--- config.mk ---
export PLATFORM = sky130hd
export DESIGN_NAME = tlpwm_modulator
export DESIGN_NICKNAME = d
export VERILOG_FILES = /design/src/rtl/tlpwm_pkg.sv /design/src/rtl/tlpwm_carrier.sv /design/src/rtl/tlpwm_phase.sv /design/src/rtl/tlpwm_modulator.sv
export SDC_FILE = /design/constraint.sdc
export NUM_CORES = 1
export LEC_CHECK = 0
export BUFFER_PORTS_ARGS = -buffer_cell sky130_fd_sc_hd__buf_2
export CAP_MARGIN = 40
export CORE_ASPECT_RATIO = 1.2
export CORE_MARGIN = 2
export CORE_UTILIZATION = 65
export CTS_BUF_LIST = sky130_fd_sc_hd__clkbuf_4
export DETAILED_ROUTE_END_ITERATION = 10
export PLACE_DENSITY = 0.91
export SLEW_MARGIN = 20
export SYNTH_ARGS = -nofsm -noshare
export SYNTH_HDL_FRONTEND = slang
export SYNTH_SLANG_ARGS = --single-unit
--- constraint.sdc ---
create_clock -name clk -period 6.4 [get_ports clk]
set_input_delay 1.28 -clock clk [delete_from_list [all_inputs] [get_ports clk]]
set_output_delay 1.28 -clock clk [all_outputs]
set_load 0.005 [all_outputs]
--- src/rtl/tlpwm_pkg.sv ---
package tlpwm_pkg;
  typedef enum logic {DIR_DN = 1'b0, DIR_UP = 1'b1} dir_e;

  typedef struct packed {
    logic outer;
    logic inner;
  } pair_t;

  localparam pair_t PAIR_CLAMP = '{outer: 1'b0, inner: 1'b1};
endpackage

--- src/rtl/tlpwm_carrier.sv ---
module tlpwm_carrier
  import tlpwm_pkg::*;
#(
  parameter int DW   = 12,
  parameter int PEAK = 50
) (
  input  logic                 clk,
  input  logic                 rst_n,
  input  logic                 mode_stb,
  input  logic                 inv_req,
  output logic signed [DW-1:0] carrier,
  output logic                 sample_stb
);
  localparam logic signed [DW-1:0] PK  = PEAK[DW-1:0];
  localparam logic signed [DW-1:0] NPK = -PK;

  logic signed [DW-1:0] cnt_q, cnt_d;
  dir_e                 dir_q, dir_d;
  logic                 pend_q, pend_d;
  logic                 pol_q, pol_d;
  logic                 at_peak;

  assign at_peak = (cnt_q == PK) || (cnt_q == NPK);

  always_comb begin
    cnt_d  = cnt_q;
    dir_d  = dir_q;
    pend_d = pend_q;
    pol_d  = pol_q;
    if (dir_q == DIR_UP) begin
      cnt_d = cnt_q + 1'b1;
      if (cnt_q == PK - 1'b1) dir_d = DIR_DN;
    end else begin
      cnt_d = cnt_q - 1'b1;
      if (cnt_q == NPK + 1'b1) dir_d = DIR_UP;
    end
    if (mode_stb) pend_d = inv_req;
    if (at_peak)  pol_d  = pend_q;
  end

  always_ff @(posedge clk or negedge rst_n) begin
    if (!rst_n) begin
      cnt_q  <= NPK;
      dir_q  <= DIR_UP;
      pend_q <= 1'b0;
      pol_q  <= 1'b0;
    end else begin
      cnt_q  <= cnt_d;
      dir_q  <= dir_d;
      pend_q <= pend_d;
      pol_q  <= pol_d;
    end
  end

  assign carrier    = pol_q ? -cnt_q : cnt_q;
  assign sample_stb = at_peak;


  carrier_range_chk: assert property (@(posedge clk) disable iff (!rst_n)
    (cnt_q <= PK) && (cnt_q >= NPK));


  carrier_turn_chk: assert property (@(posedge clk) disable iff (!rst_n)
    (cnt_q == PK) |=> (cnt_q == PK - 1'b1));


  stb_gap_chk: assert property (@(posedge clk) disable iff (!rst_n)
    sample_stb |=> !sample_stb);


  pol_hold_chk: assert property (@(posedge clk) disable iff (!rst_n)
    !sample_stb |=> $stable(pol_q));
endmodule

--- src/rtl/tlpwm_phase.sv ---
module tlpwm_phase
  import tlpwm_pkg::*;
#(
  parameter int DW   = 12,
  parameter int PEAK = 50
) (
  input  logic                 clk,
  input  logic                 rst_n,
  input  logic                 sample_stb,
  input  logic signed [DW-1:0] ref_in,
  input  logic signed [DW-1:0] carrier,
  output pair_t                up_pair,
  output pair_t                dn_pair
);
  localparam int XW = DW + 1;
  localparam logic signed [XW-1:0] EX = PEAK[XW-1:0];

  logic signed [DW-1:0] ref_q, ref_d;
  logic signed [XW-1:0] ref_x, car_x, shifted;
  logic                 is_pos;
  pair_t                up_q, up_d, dn_q, dn_d;

  // sign identification and shift toward zero
  always_comb begin
    ref_d   = sample_stb ? ref_in : ref_q;
    ref_x   = XW'(ref_q);
    car_x   = XW'(carrier);
    is_pos  = !ref_q[DW-1];
    shifted = is_pos ? (ref_x - EX) : (ref_x + EX);
  end

  // output control: modulate one pair, clamp the other
  always_comb begin
    up_d = PAIR_CLAMP;
    dn_d = PAIR_CLAMP;
    if (is_pos) begin
      up_d.outer = (shifted > car_x);
      up_d.inner = !(shifted > car_x);
    end else begin
      dn_d.outer = (shifted < car_x);
      dn_d.inner = !(shifted < car_x);
    end
  end

  always_ff @(posedge clk or negedge rst_n) begin
    if (!rst_n) begin
      ref_q <= '0;
      up_q  <= PAIR_CLAMP;
      dn_q  <= PAIR_CLAMP;
    end else begin
      ref_q <= ref_d;
      up_q  <= up_d;
      dn_q  <= dn_d;
    end
  end

  assign up_pair = up_q;
  assign dn_pair = dn_q;


  ref_hold_chk: assert property (@(posedge clk) disable iff (!rst_n)
    !sample_stb |=> $stable(ref_q));


  pos_clamp_chk: assert property (@(posedge clk) disable iff (!rst_n)
    !ref_q[DW-1] |=> (!dn_pair.outer && dn_pair.inner));


  neg_clamp_chk: assert property (@(posedge clk) disable iff (!rst_n)
    ref_q[DW-1] |=> (!up_pair.outer && up_pair.inner));


  zero_off_chk: assert property (@(posedge clk) disable iff (!rst_n)
    (ref_q == '0) |=> (!up_pair.outer && !dn_pair.outer));


  no_shoot_chk: assert property (@(posedge clk) disable iff (!rst_n)
    !(up_pair.outer && dn_pair.outer));


  compl_chk: assert property (@(posedge clk) disable iff (!rst_n)
    (up_pair.outer != up_pair.inner) && (dn_pair.outer != dn_pair.inner));
endmodule

--- src/rtl/tlpwm_modulator.sv ---
module tlpwm_modulator
  import tlpwm_pkg::*;
#(
  parameter int DW   = 12,
  parameter int PEAK = 50
) (
  input  logic                 clk,
  input  logic                 rst_n,
  input  logic signed [DW-1:0] ref_a,
  input  logic signed [DW-1:0] ref_b,
  input  logic signed [DW-1:0] ref_c,
  input  logic                 mode_stb,
  input  logic                 inv_req,
  output logic signed [DW-1:0] carrier,
  output logic                 sample_stb,
  output logic [2:0]           gate_up,
  output logic [2:0]           gate_up_n,
  output logic [2:0]           gate_dn,
  output logic [2:0]           gate_dn_n
);
  localparam int NPH = 3;

  logic signed [DW-1:0] ref_arr [NPH];
  pair_t                up_arr  [NPH];
  pair_t                dn_arr  [NPH];

  assign ref_arr[0] = ref_a;
  assign ref_arr[1] = ref_b;
  assign ref_arr[2] = ref_c;

  tlpwm_carrier #(.DW(DW), .PEAK(PEAK)) u_car (
    .clk        (clk),
    .rst_n      (rst_n),
    .mode_stb   (mode_stb),
    .inv_req    (inv_req),
    .carrier    (carrier),
    .sample_stb (sample_stb)
  );

  for (genvar p = 0; p < NPH; p++) begin : g_ph
    tlpwm_phase #(.DW(DW), .PEAK(PEAK)) u_ph (
      .clk        (clk),
      .rst_n      (rst_n),
      .sample_stb (sample_stb),
      .ref_in     (ref_arr[p]),
      .carrier    (carrier),
      .up_pair    (up_arr[p]),
      .dn_pair    (dn_arr[p])
    );
    assign gate_up[p]   = up_arr[p].outer;
    assign gate_up_n[p] = up_arr[p].inner;
    assign gate_dn[p]   = dn_arr[p].outer;
    assign gate_dn_n[p] = dn_arr[p].inner;
  end
endmodule

# Word-level counts from Yosys, hierarchy flattened
# Index checks and enable logic that the tools add are counted.
dict set report totals {
  regBits 63
  latchBits 0
  ram_bits 0
  rom_bits 0
  output_inout_bits 25
  word_cells 59
  mem_count 0
}
dict set report op_classes {
  add_sub_neg 9
  mul 0
  div 0
  n_lt_le_gt_ge 6
  n_eq_ne 4
  n_shift 0
  muxes 14
  bitwise 0
  n_reduce_logical 7
}
# operator count
set op_table {}
lappend op_table {{$add 12x7->13 const B} 3}
lappend op_table {{$gt 13x12->1} 3}
lappend op_table {{$lt 13x12->1} 3}
lappend op_table {{$mux 13} 3}
lappend op_table {{$sub 12x7->13 const B} 3}
lappend op_table {{$eq 12x7->1 const B} 2}
lappend op_table {{$mux 12} 2}
lappend op_table {{$add 12x1->12 const B} 1}
lappend op_table {{$eq 12x12->1 const B} 1}
lappend op_table {{$eq 12x6->1 const B} 1}
lappend op_table {{$mux 2} 6}
lappend op_table {{$neg 12->12} 1}
lappend op_table {{$sub 12x1->12 const B} 1}
lappend op_table {{$logic_not 1->1} 6}
lappend op_table {{$mux 1} 3}
lappend op_table {{$logic_or 1x1->1} 1}

# Depth between registers and ports, before layout
dict set report logic_depth {
  depth_word 5
  depth_mapped 13
  ltp_nobuf 13
}

# Hierarchy
# Synthesis repeated with hierarchy kept, for this count alone.
dict set report unflattened {
  cells_unflattened 540
  hier_area_um2 5141.2
}
# mod instances cells_per_inst area_each_um2 seq_area_each_um2
set modules_own_cells {}
lappend modules_own_cells {tlpwm_phase 3 139 1301.2 402.9}
lappend modules_own_cells {tlpwm_carrier 1 123 1237.4 387.9}

# Worst setup path after synthesis
# OpenSTA, ideal clock, no wires.
dict set report synth_path {
  kind {register to register}
  start {register g_ph[0].u_ph.ref_q[11]}
  end {register g_ph[0].u_ph.up_q (netlist bit g_ph[0].u_ph.up_pair[1])}
  setup_time_ps 127
  arrival_time_ps 3034
  required_ps 6273
  path_slack_ps 3239
  stages_incl_launch_ff 13
  n_path_buf 0
  path_cell_list {dfrtp_1 inv_1 ha_1 nor2b_1 o21ai_0 a21boi_0 or4b_1 nand3_1 ha_1 nand4_1 o41a_1 and4_1 or2_2}
}
# element line_no
set synth_rtl {}
lappend synth_rtl {{from (decl)} tlpwm_phase.sv:18} ;# logic signed [DW-1:0] ref_q, ref_d;
lappend synth_rtl {{from (signal assigned)} tlpwm_phase.sv:51} ;# ref_q <= ref_d;
lappend synth_rtl {{to (signal assigned)} tlpwm_phase.sv:52} ;# up_q <= up_d;
lappend synth_rtl {{to (decl)} tlpwm_phase.sv:21} ;# pair_t up_q, up_d, dn_q, dn_d;

==> Flow_metrics.wiki <==
{| class="wikitable"
! Metric !! Value
|-
| Run status || finished clean
|-
| Portion of the post-synthesis area used by sequential elements || 30.7%
|-
| Fin Clk Skew || 0.0100 ns
|-
| Io pins || 65
|-
| Global-route wire length before repair || 19,300 µm
|-
| Power density relative to cell area || 160 nW/µm²
|-
| Total count of max-transition violations in the final report || 0
|-
| Final-layout worst hold slack || 0.524 ns
|-
| Number of standard cells after synthesis || 522
|-
| Biggest cell delay along the critical path || 0.51 ns
|-
| Final core utilization || about three quarters
|-
| Vias in the first global route || 4,317
|-
| Die X || 85.6 µm
|-
| Num rows || 35
|-
| Net Switching || 0.292 mW
|-
| Layout area overhead || 9.92%
|-
| Final weighted congestion of routability-driven global placement || 0.882
|-
| Overall power of the completed layout || 0.911 mW
|-
| Area of the core || 7710 µm²
|-
| VDD IR-drop max || about 120 µV
|-
| Most frequent cell on the critical path || sky130_fd_sc_hd__ha_1
|-
| Sum Neg Setup Slack || 0 ns
|-
| Number of buffers on the longest clock path || 2
|-
| CP max stage cell || sky130_fd_sc_hd__a21boi_0
|-
| Logic gate share of total power || between 20% and 30%
|-
| Cell area after synthesis || 5200 µm²
|-
| Initial drt markers || 146
|-
| DIE AREA || 8730 µm²
|-
| Clock slew at reported path FFs || around 0.11 ns
|-
| Clk_lat worst skew || approximately 0.42 ns
|-
| Critical path fanouts, max || 9
|-
| TritonCTS buffer count || 9
|-
| Post-route cell area || 5710 µm²
|-
| Top FF cell, synth || sky130_fd_sc_hd__dfrtp_1
|-
| Number of buffers inserted by post-CTS setup repair || 0
|-
| Synthesized netlist net count || roughly 650
|-
| Clock root buffer master || sky130_fd_sc_hd__clkbuf_4
|-
| Cell area after placement || 5580 µm²
|-
| Via count normalized by instance count || 6.14
|-
| Overflow left after global routing || 0
|-
| Internal Pwr Total || 0.619 mW
|-
| Vertical extent of the die || 102 µm
|-
| Top achievable clock speed || 274 MHz
|-
| Hold-fix buffers, CTS || 0
|-
| Number of vias after detailed routing || 4,199
|-
| Min Clock Period, post-route || 3.65 ns
|-
| Hold/Removal Path Class || flip-flop to flip-flop
|-
| Number of gates given a new drive strength after cts || 0
|-
| Data required time at the worst endpoint || ~6.7 ns
|-
| Largest cells by area after synthesis || sky130_fd_sc_hd__dfrtp_1, sky130_fd_sc_hd__ha_1, sky130_fd_sc_hd__dfstp_2
|-
| Fraction of power spent switching nets || roughly a third
|-
| Final nets || 711
|-
| Maximum number of pins on one net before global-route repair || 64
|-
| Sequential Power Share || 47.3%
|-
| Antenna violations before repair || 0
|-
| Proportion of power drawn by the clock network || 25.8%
|-
| Number of instances in the placed design || around 670
|-
| Post-synth EDFFs || 0
|-
| Tcrit/Tclk final || ~57%
|-
| Mean instance size in the synthesized netlist || 9.96 µm²
|-
| Gate family responsible for the most delay along the worst path || compound AO/OA/AOI/OAI gates
|-
| Cell taking the most area after synthesis || sky130_fd_sc_hd__dfrtp_1
|-
| Post-route DRC violation count || 0
|-
| Count of endpoints failing setup in the final report || 0
|-
| Antenna fix cells || 0
|-
| H-tree Lvls || 3
|-
| Clock tree from TritonCTS || built
|-
| Signal arrival time at the worst endpoint || 3.96 ns
|-
| Critical path capture point type || flip-flop
|-
| Worst-margin pin slew || 0.736 ns
|-
| CP startpoint kind || flip-flop
|-
| Total routing usage reported by global routing || 28.0%
|-
| Fraction of layout instances using a drive strength above 1 || between 20% and 30%
|-
| Placement Setup Slack || about 2.8 ns
|-
| Unrepaired setup endpoints after global routing || false
|-
| Count of max-cap constraint violations || 0
|-
| Final non-filler cell total || 684
|-
| Number of buffers added on ports || 64
|-
| Worst path buffer plus inverter count || 1
|-
| Routed length per instance || 16.7 µm
|-
| Relative max-transition margin || 50.6%
|-
| Ordered cell list for the critical path || inv_1, ha_1, nor2b_1, o21ai_0, a21boi_0, nor3_1, o21a_1, ha_1, nand4_1, o41a_1, and4_1, or2_2
|-
| Number of clock sinks || 63
|-
| WS Path Type || flip-flop to flip-flop
|-
| Reported leakage power || 2.84 nW
|-
| Length of the first detailed-routing pass in iterations || 4
|-
| Dpl hpwl || 8610 µm
|-
| Synth async-reset ratio || 100%
|-
| Final-report hold violation count || 0
|-
| Worst Setup Slack, final || 2.75 ns
|-
| Starting density of the core || 67.4%
|-
| Number of nets still failing antenna checks after routing || 0
|-
| Area share of the largest cell type after synthesis || 22.6%
|-
| Total Wirelength || 11,400 µm
|-
| Number of synthesized register bits || 63
|-
| Synth Warn # || 0
|-
| Synth unique cells || 56
|}
## registers in the layout, summed over array words and instances, names as in the netlist
signal and count:
g_ph.u_ph.dn_pair 6, g_ph.u_ph.ref_q 36, g_ph.u_ph.up_pair 6, u_car.cnt_q 12, u_car.dir_q 1, u_car.pend_q 1, u_car.pol_q 1
## Yosys cell counts (2+ instances only)
cell and number:
sky130_fd_sc_hd__o41ai_1 2, sky130_fd_sc_hd__o21ai_0 25, sky130_fd_sc_hd__mux2_4 19, sky130_fd_sc_hd__o22a_1 2
sky130_fd_sc_hd__xnor2_1 21, sky130_fd_sc_hd__dfrtp_1 47, sky130_fd_sc_hd__and3_1 2, sky130_fd_sc_hd__buf_6 3
sky130_fd_sc_hd__nor2b_1 8, sky130_fd_sc_hd__nand4_1 10, sky130_fd_sc_hd__or3_1 2, sky130_fd_sc_hd__a211oi_1 5
sky130_fd_sc_hd__a31oi_1 6, sky130_fd_sc_hd__xor2_1 17, sky130_fd_sc_hd__nor2_1 27, sky130_fd_sc_hd__a32oi_1 2
sky130_fd_sc_hd__nand2b_1 6, sky130_fd_sc_hd__or2_2 2, sky130_fd_sc_hd__mux2_2 19, sky130_fd_sc_hd__o21bai_1 5
sky130_fd_sc_hd__a41oi_1 2, sky130_fd_sc_hd__ha_1 80, sky130_fd_sc_hd__dfstp_2 16, sky130_fd_sc_hd__a211o_1 5
sky130_fd_sc_hd__nand2_1 25, sky130_fd_sc_hd__fa_1 4, sky130_fd_sc_hd__a21oi_1 35, sky130_fd_sc_hd__or4_1 3
sky130_fd_sc_hd__inv_1 40, sky130_fd_sc_hd__a21o_1 13, sky130_fd_sc_hd__and4_1 2, sky130_fd_sc_hd__nor3_1 8
sky130_fd_sc_hd__nor4_2 2, sky130_fd_sc_hd__a21boi_0 3, sky130_fd_sc_hd__clkbuf_1 7, sky130_fd_sc_hd__o21a_1 12
sky130_fd_sc_hd__nand3_1 10, sky130_fd_sc_hd__o31ai_1 4, sky130_fd_sc_hd__o211ai_1 3, sky130_fd_sc_hd__a22oi_1 2
## cells by family after synthesis
kind of cell | after synthesis | share of synthesized area (%)
AO/OA/AOI/OAI | 134 | 16.9
flip-flops | 63 | 30.7
XOR/XNOR | 38 | 6.40
AND/OR/NAND/NOR | 111 | 11.0
adder cells (fa/ha/maj) | 84 | 20.8
buffers and inverters | 53 | 4.38
multiplexers | 39 | 9.80
## worst reg2reg max path, cell delays in order, from the launching register on
cell,delay (ns)
sky130_fd_sc_hd__dfrtp_1,0.47
sky130_fd_sc_hd__inv_1,0.22
sky130_fd_sc_hd__ha_1,0.39
sky130_fd_sc_hd__nor2b_1,0.13
sky130_fd_sc_hd__o21ai_0,0.10
sky130_fd_sc_hd__a21boi_0,0.51
sky130_fd_sc_hd__nor3_1,0.11
sky130_fd_sc_hd__o21a_1,0.22
sky130_fd_sc_hd__ha_1,0.29
sky130_fd_sc_hd__nand4_1,0.15
sky130_fd_sc_hd__o41a_1,0.45
sky130_fd_sc_hd__and4_1,0.23
sky130_fd_sc_hd__or2_2,0.29
## layout make-up
type	count	area, µm²
flip-flops and latches	63	1600
well taps	92	115
inverters	40	150
clock buffers	11	82.6
fillers	575	1990
clock inverters	5	25.0
repair buffers	67	363
multi-input cells	406	3380
## layer usage
metal	track usage [%]	up-vias	share of wire (%)
met2	48.6	111	51
met5	0	-	0
li1	-	2030	-
met4	13.4	0	3.2
met1	33.2	2024	41
met3	5.82	34	4.7
## power groups by stage
stage / clock network, mW / logic, mW / registers [mW]
after floorplan: 0 / 0.170 / 0.436
after global placement: 0 / 0.224 / 0.437
after detailed placement: 0 / 0.239 / 0.438
after CTS: 0.238 / 0.241 / 0.431
after global routing: 0.260 / 0.277 / 0.433
final: 0.236 / 0.245 / 0.431
## final timing paths
kind                                        start                      end  slack (ns)  depth (start not counted)
max                        g_ph[0].u_ph.ref_q[11]  g_ph[0].u_ph.up_pair[1]        2.75                         12
min                         g_ph[1].u_ph.ref_q[7]    g_ph[1].u_ph.ref_q[7]        0.52                          1
max reg2reg                g_ph[0].u_ph.ref_q[11]  g_ph[0].u_ph.up_pair[1]        2.75                         12
min reg2reg                 g_ph[1].u_ph.ref_q[7]    g_ph[1].u_ph.ref_q[7]        0.52                          1
max in group asynchronous                   rst_n  g_ph[1].u_ph.dn_pair[0]        5.05                          3
min in group asynchronous                   rst_n    g_ph[0].u_ph.ref_q[0]        0.79                          2
## cells in the final DEF, fill, tap and decap left out, types with 3 or more instances in the layout
cell and n:
sky130_fd_sc_hd__ha_1 80, sky130_fd_sc_hd__buf_2 64, sky130_fd_sc_hd__dfrtp_1 47, sky130_fd_sc_hd__inv_1 40
sky130_fd_sc_hd__a21oi_1 35, sky130_fd_sc_hd__nor2_1 27, sky130_fd_sc_hd__nand2_1 25, sky130_fd_sc_hd__o21ai_0 25
sky130_fd_sc_hd__xnor2_1 21, sky130_fd_sc_hd__mux2_4 19, sky130_fd_sc_hd__mux2_2 19, sky130_fd_sc_hd__xor2_1 17
sky130_fd_sc_hd__dfstp_2 16, sky130_fd_sc_hd__a21o_1 13, sky130_fd_sc_hd__o21a_1 12, sky130_fd_sc_hd__clkbuf_4 11
sky130_fd_sc_hd__nand3_1 10, sky130_fd_sc_hd__nand4_1 10, sky130_fd_sc_hd__nor2b_1 8, sky130_fd_sc_hd__nor3_1 8
sky130_fd_sc_hd__nand2b_1 6, sky130_fd_sc_hd__a31oi_1 6, sky130_fd_sc_hd__o21bai_1 5, sky130_fd_sc_hd__a211o_1 5
sky130_fd_sc_hd__a211oi_1 5, sky130_fd_sc_hd__o31ai_1 4, sky130_fd_sc_hd__fa_1 4, sky130_fd_sc_hd__a21boi_0 3
sky130_fd_sc_hd__or4_1 3, sky130_fd_sc_hd__o211ai_1 3
No activity file was read; power rests on OpenSTA's default activity.
